**src/rtl/afu_pkg.sv**
```systemverilog
package afu_pkg;
  localparam int FLAG_N = 9;
  localparam int CTL_N  = 3;
  // flag word positions
  localparam int FL_CF = 0;
  localparam int FL_PF = 1;
  localparam int FL_AF = 2;
  localparam int FL_ZF = 3;
  localparam int FL_SF = 4;
  localparam int FL_OF = 5;
  localparam int FL_TF = 6;
  localparam int FL_IF = 7;
  localparam int FL_DF = 8;

  // strobes from control to datapath
  typedef struct packed {
    logic             loadArith;
    logic             subSel;
    logic             byteSel;
    logic             carryIn;
    logic [CTL_N-1:0] ctlSet;   // index g targets flag FL_DF - g
    logic [CTL_N-1:0] ctlClr;
  } afuStrobe_t;
endpackage

```
**src/rtl/afu_ctrl.sv**
```systemverilog
module afu_ctrl
  import afu_pkg::*;
(
  input  logic       opSub,
  input  logic       wordMode,
  input  logic       carryIn,
  input  logic       updateEn,
  input  logic       ctlWrEn,
  input  logic [1:0] ctlSel,
  input  logic       ctlVal,
  output afuStrobe_t strb
);
  logic [CTL_N-1:0] setVec;
  logic [CTL_N-1:0] clrVec;

  for (genvar g = 0; g < CTL_N; g++) begin : g_ctlDecode
    assign setVec[g] = ctlWrEn && (ctlSel == 2'(g)) &&  ctlVal;
    assign clrVec[g] = ctlWrEn && (ctlSel == 2'(g)) && !ctlVal;
  end

  always_comb begin
    strb.loadArith = updateEn;
    strb.subSel    = opSub;
    strb.byteSel   = !wordMode;
    strb.carryIn   = carryIn;
    strb.ctlSet    = setVec;
    strb.ctlClr    = clrVec;
  end
endmodule

```
**src/rtl/afu_datapath.sv**
```systemverilog
module afu_datapath
  import afu_pkg::*;
#(
  parameter int DATA_W = 16
) (
  input  logic              clk,
  input  logic              rstN,
  input  logic [DATA_W-1:0] opA,
  input  logic [DATA_W-1:0] opB,
  input  afuStrobe_t        strb,
  output logic [DATA_W-1:0] result,
  output logic [FLAG_N-1:0] flags
);
  localparam int BYTE_W = 8;
  localparam int NIB_W  = 4;
  localparam int HI_W   = DATA_W - BYTE_W;

  logic [DATA_W-1:0] aIn, bIn, resNext;
  logic [DATA_W:0]   sumExt;
  logic [NIB_W:0]    nibExt;
  logic              cfNext, afNext, ofNext, pfNext, zfNext, sfNext;
  logic              msbA, msbB, msbR;

  always_comb begin
    aIn = strb.byteSel ? {{HI_W{1'b0}}, opA[BYTE_W-1:0]} : opA;
    bIn = strb.byteSel ? {{HI_W{1'b0}}, opB[BYTE_W-1:0]} : opB;
    if (strb.subSel) begin
      sumExt = {1'b0, aIn} - {1'b0, bIn} - {{DATA_W{1'b0}}, strb.carryIn};
      nibExt = {1'b0, aIn[NIB_W-1:0]} - {1'b0, bIn[NIB_W-1:0]}
             - {{NIB_W{1'b0}}, strb.carryIn};
    end else begin
      sumExt = {1'b0, aIn} + {1'b0, bIn} + {{DATA_W{1'b0}}, strb.carryIn};
      nibExt = {1'b0, aIn[NIB_W-1:0]} + {1'b0, bIn[NIB_W-1:0]}
             + {{NIB_W{1'b0}}, strb.carryIn};
    end
    resNext = strb.byteSel ? {{HI_W{1'b0}}, sumExt[BYTE_W-1:0]} : sumExt[DATA_W-1:0];
    cfNext  = strb.byteSel ? sumExt[BYTE_W] : sumExt[DATA_W];
    afNext  = nibExt[NIB_W];
    msbA    = strb.byteSel ? aIn[BYTE_W-1] : aIn[DATA_W-1];
    msbB    = strb.byteSel ? bIn[BYTE_W-1] : bIn[DATA_W-1];
    msbR    = strb.byteSel ? resNext[BYTE_W-1] : resNext[DATA_W-1];
    ofNext  = strb.subSel ? ((msbA != msbB) && (msbR != msbA))
                          : ((msbA == msbB) && (msbR != msbA));
    pfNext  = ~^resNext[BYTE_W-1:0];
    zfNext  = (resNext == '0);
    sfNext  = msbR;
  end

  always_ff @(posedge clk or negedge rstN) begin
    if (!rstN) begin
      result <= '0;
      flags  <= '0;
    end else begin
      if (strb.loadArith) begin
        result       <= resNext;
        flags[FL_CF] <= cfNext;
        flags[FL_PF] <= pfNext;
        flags[FL_AF] <= afNext;
        flags[FL_ZF] <= zfNext;
        flags[FL_SF] <= sfNext;
        flags[FL_OF] <= ofNext;
      end
      for (int g = 0; g < CTL_N; g++) begin
        if (strb.ctlSet[g])      flags[FL_DF-g] <= 1'b1;
        else if (strb.ctlClr[g]) flags[FL_DF-g] <= 1'b0;
      end
    end
  end
endmodule

```
**src/rtl/arith_flag_unit.sv**
```systemverilog
module arith_flag_unit
  import afu_pkg::*;
#(
  parameter int DATA_W = 16
) (
  input  logic              clk,
  input  logic              rstN,
  input  logic [DATA_W-1:0] opA,
  input  logic [DATA_W-1:0] opB,
  input  logic              carryIn,
  input  logic              opSub,
  input  logic              wordMode,
  input  logic              updateEn,
  input  logic              ctlWrEn,
  input  logic [1:0]        ctlSel,
  input  logic              ctlVal,
  output logic [DATA_W-1:0] result,
  output logic [FLAG_N-1:0] flags
);
  afuStrobe_t strb;

  afu_ctrl ctrl_i (
    .opSub(opSub), .wordMode(wordMode), .carryIn(carryIn), .updateEn(updateEn),
    .ctlWrEn(ctlWrEn), .ctlSel(ctlSel), .ctlVal(ctlVal), .strb(strb)
  );

  afu_datapath #(.DATA_W(DATA_W)) dp_i (
    .clk(clk), .rstN(rstN), .opA(opA), .opB(opB), .strb(strb),
    .result(result), .flags(flags)
  );
endmodule

```
**config.mk**
```make
export PLATFORM = sky130hd
export DESIGN_NAME = arith_flag_unit
export DESIGN_NICKNAME = d
export VERILOG_FILES = /design/src/rtl/afu_pkg.sv /design/src/rtl/afu_ctrl.sv /design/src/rtl/afu_datapath.sv /design/src/rtl/arith_flag_unit.sv
export SDC_FILE = /design/constraint.sdc
export NUM_CORES = 1
export LEC_CHECK = 0
export ABC_AREA = 0
export BUFFER_PORTS_ARGS = -buffer_cell sky130_fd_sc_hd__buf_4
export CAP_MARGIN = 20
export CORE_UTILIZATION = 35
export DETAILED_ROUTE_END_ITERATION = 12
export GPL_TIMING_DRIVEN = 1
export PLACE_DENSITY_LB_ADDON = 0.2
export SETUP_SLACK_MARGIN = 0.02
export SYNTH_ARGS = -nofsm -noshare
export SYNTH_HDL_FRONTEND = slang
export SYNTH_SLANG_ARGS = --single-unit
```
**constraint.sdc**
```tcl
create_clock -name clk -period 0.9 [get_ports clk]
set_clock_uncertainty 0.05 [all_clocks]
set_input_delay 0.18 -clock clk [delete_from_list [all_inputs] [get_ports clk]]
set_output_delay 0.18 -clock clk [all_outputs]
set_load 0.005 [all_outputs]
```
==> results.md <==
* Status: complete, but fails checks
* Failing checks: setup timing
* Post-synthesis sequential area ratio at a little under a fifth
* Port Buf Inserts at 66
* Vias per cell at ~5.0
* HPWL Detailed at approximately 7500 um
* Core area at 9200 um^2
* Crit end category: register
* Min-delay worst type: input pin to register
* CTS sink count at 25
* Crit path from: opA[0]
* Distinct cell type count after synthesis at 64
* Layout cells sized above 1 at 52.0%
* Final hold vios at 0
* Worst EP required at 1.01 ns
* DRC Markers at 0
* Peak VDD IR at 832 uV
* Reg-to-Reg Start: dp_i.result[14]
* Switching Share at a little over a third
* Fmax at 358 MHz
* DIE HEIGHT at 99.2 um
* RSZ-0062 raised after global routing: yes
* Crit Path Class: input pin to register
* CTS tree: done
* Grt ovf at 0
* Root buf cell: clkbuf_8
* Die X at 99.2 um
* Sequential power share at 21.6%
* Pre-CTS setup slack at -2.24 ns
* Pwr/cell area at 1290 nW/um^2
* Avg Inst Size Synth at 8.38 um^2
* Total wire length at 9140 um
* P_int at 4.54 mW
* Tmin final at 2.79 ns
* Drt first pass iters at 4
* Initial antenna violation count at 0
* First-pass GRT wire length at 15,500 um
* Ys async rst share at 100%
* Slew at the pin with the worst max-slew slack at 0.441 ns
* Synth Instances at about 400
* Vias in the first global route at 3,452
* Final Max Tran Viols at 0
* Drt initial violations at 63
* Via count at 3,379
* I/O Pins at 67
* Cell area after synthesis at approximately 3300 um^2
* Sw Pwr at 2.63 mW
* EDFF count, synth at 0
* PnR worst setup slack at -1.89 ns
* Max Cap Viol at 0
* Synthesized Nets at 490
* CTS Buffer Depth at 2
* Die footprint at ~9800 um^2
* Fin cells at 682
* Top post-synthesis cells by area: dfrtp_1 (19%), ha_1 (19%), xnor2_1 (6.4%)
* H-tree Lvls at 1
* Starting Density at a little over a third
* Lkg Pwr at around 2.6 nW
* Synth area leader: dfrtp_1
* Avg WL per Cell at ~13 um
* CTS Buf Count at 3
* Hold Crit Start: ctlVal
* Relative slew slack at a little over two thirds
* GRT Total Usage at approximately a fifth
* Antenna cells at 0
* Prevailing post-synth register cell: dfrtp_1
* CP startpoint kind: input pin
* Setup TNS at -32.23 ns
* Arr. time, crit path at 2.90 ns
* Ys Warns at 0
* Final net count at 667
* Final setup viols at 47
* Synthesis-to-finish area growth at 67.6%
* Worst hold slack at 0.116 ns
* Yosys reg bits at 25
* Clock power share at 9.1%
* Top cell type's share of synthesized area at 18.9%
* Antenna-violating nets left at 0
* Fin crit share at 310%
* Largest net degree at the start of global routing at 26
* Critical-path maximum fanout at 2
* Placed Instances at 658
* Later-pin clock latency in the skew report at 0.26 ns
* Core Rows at 35
* Clock slew at reported path FFs at 0.09 ns
* Gpl congestion at 0.839
* Power share of the combinational group at roughly 70%
## what timing repair did
| item | in CTS | in global routing |
|---|---|---|
| buffers inserted | 16 | 7 |
| hold buffers | 1 | 0 |
| endpoints found under the setup margin | 47 | 47 |
| hold endpoints to repair | 25 | 0 |
| gates resized for setup | 65 | 25 |
| pin swaps | 26 | 14 |
## sequential cells by signal, indices dropped and copies added, names as in the netlist
signal       flops
dp_i.result     16
dp_i.flags       9
## synthesized netlist by cell type (2+ instances only)
library cell,instances
nand2b_1,7
clkbuf_1,7
xnor2_1,24
nor4_1,2
nor2b_1,4
nand4_1,4
o21ai_1,5
inv_1,54
or3_1,3
mux2i_1,11
o31ai_1,3
ha_1,49
mux2_2,9
a21o_1,9
o21a_1,3
o21ai_0,15
and2_1,14
buf_2,6
nand3b_1,4
nand2_1,19
nor2_1,22
a31oi_1,2
fa_1,4
nor3_1,7
o311ai_0,2
o211ai_1,3
and3_1,4
o21bai_1,4
nand3_1,7
xor2_1,4
a21oi_1,27
dfrtp_1,25
## final cells by class
type | count | area [um^2]
fillers | 805 | 3650
multi-input cells | 302 | 3010
repair buffers | 186 | 1520
flip-flops and latches | 25 | 626
inverters | 54 | 203
well taps | 111 | 139
clock buffers | 4 | 45.0
## critical path, stage by stage
cell	delay, ns
buf_8	0.10
fa_2	0.40
buf_4	0.16
ha_4	0.27
o21ai_4	0.07
a211oi_4	0.26
buf_4	0.17
xnor2_2	0.10
nand2_1	0.08
o21ai_2	0.07
ha_1	0.15
and3_1	0.16
nand3_1	0.10
a21oi_1	0.13
nand4_1	0.14
o41ai_2	0.36
## logic make-up after synthesis
family                   synth area share (%)
AO/OA/AOI/OAI                            21.4
adder cells (fa/ha/maj)                  20.9
XOR/XNOR                                 7.41
AND/OR/NAND/NOR                          17.0
multiplexers                             6.39
flip-flops                               18.9
buffers and inverters                    7.94
## per-layer routing
| layer | part of all wire (%) | global-route usage [%] | vias to the layer above |
|---|---|---|---|
| met4 | 1.1 | 2.60 | 0 |
| met3 | 2.3 | 2.18 | 8 |
| met2 | 53 | 36.4 | 49 |
| met5 | 0 | 0 | - |
| met1 | 44 | 23.7 | 1603 |
| li1 | - | - | 1719 |
## metrics by stage
step,total power [mW],cell area (um^2),util [%]
floorplan,3.95,3690,-
global placement,5.55,4970,54.0
detailed placement,5.64,4970,54.0
CTS,6.90,5390,58.6
global route,7.73,5550,60.3
finish,7.17,5550,60.3
## cells in the final DEF (no fill, tap or decap), drive strengths merged, types with 3 or more instances in the layout
master	n
fa	4
o21a	4
mux2	9
o21bai	4
ha	49
and3	4
or3	3
clkbuf	4
a31oi	3
xor2	4
dfrtp	25
nand3b	4
nor3	7
and2	15
o21ai	21
nand4	4
a211oi	3
nor2b	4
o31ai	4
a21oi	28
nand3	7
mux2i	11
o311ai	4
nand2	19
xnor2	24
nand2b	7
nor2	22
o211ai	3
buf	185
a21o	10
inv	54
## final timing paths
path                              endpoint  slack [ns]  depth (start not counted)
hold reg to reg             dp_i.result[2]        0.49                          2
hold / removal               dp_i.flags[6]        0.12                          2
min in group asynchronous  dp_i.result[13]        0.30                          2
setup reg to reg           dp_i.result[14]       -0.07                          2
setup / recovery             dp_i.flags[3]       -1.89                         16
max in group asynchronous   dp_i.result[7]        0.25                          2
## power groups by stage
stage / combinational, mW / clock, mW / sequential (mW)
after floorplan: 2.42 / 0 / 1.52
after global placement: 4.03 / 0 / 1.52
after detailed placement: 4.12 / 0 / 1.52
after CTS: 4.67 / 0.687 / 1.54
after global routing: 5.42 / 0.726 / 1.58
final: 4.96 / 0.655 / 1.55
Power figures use the tool's default switching activity.
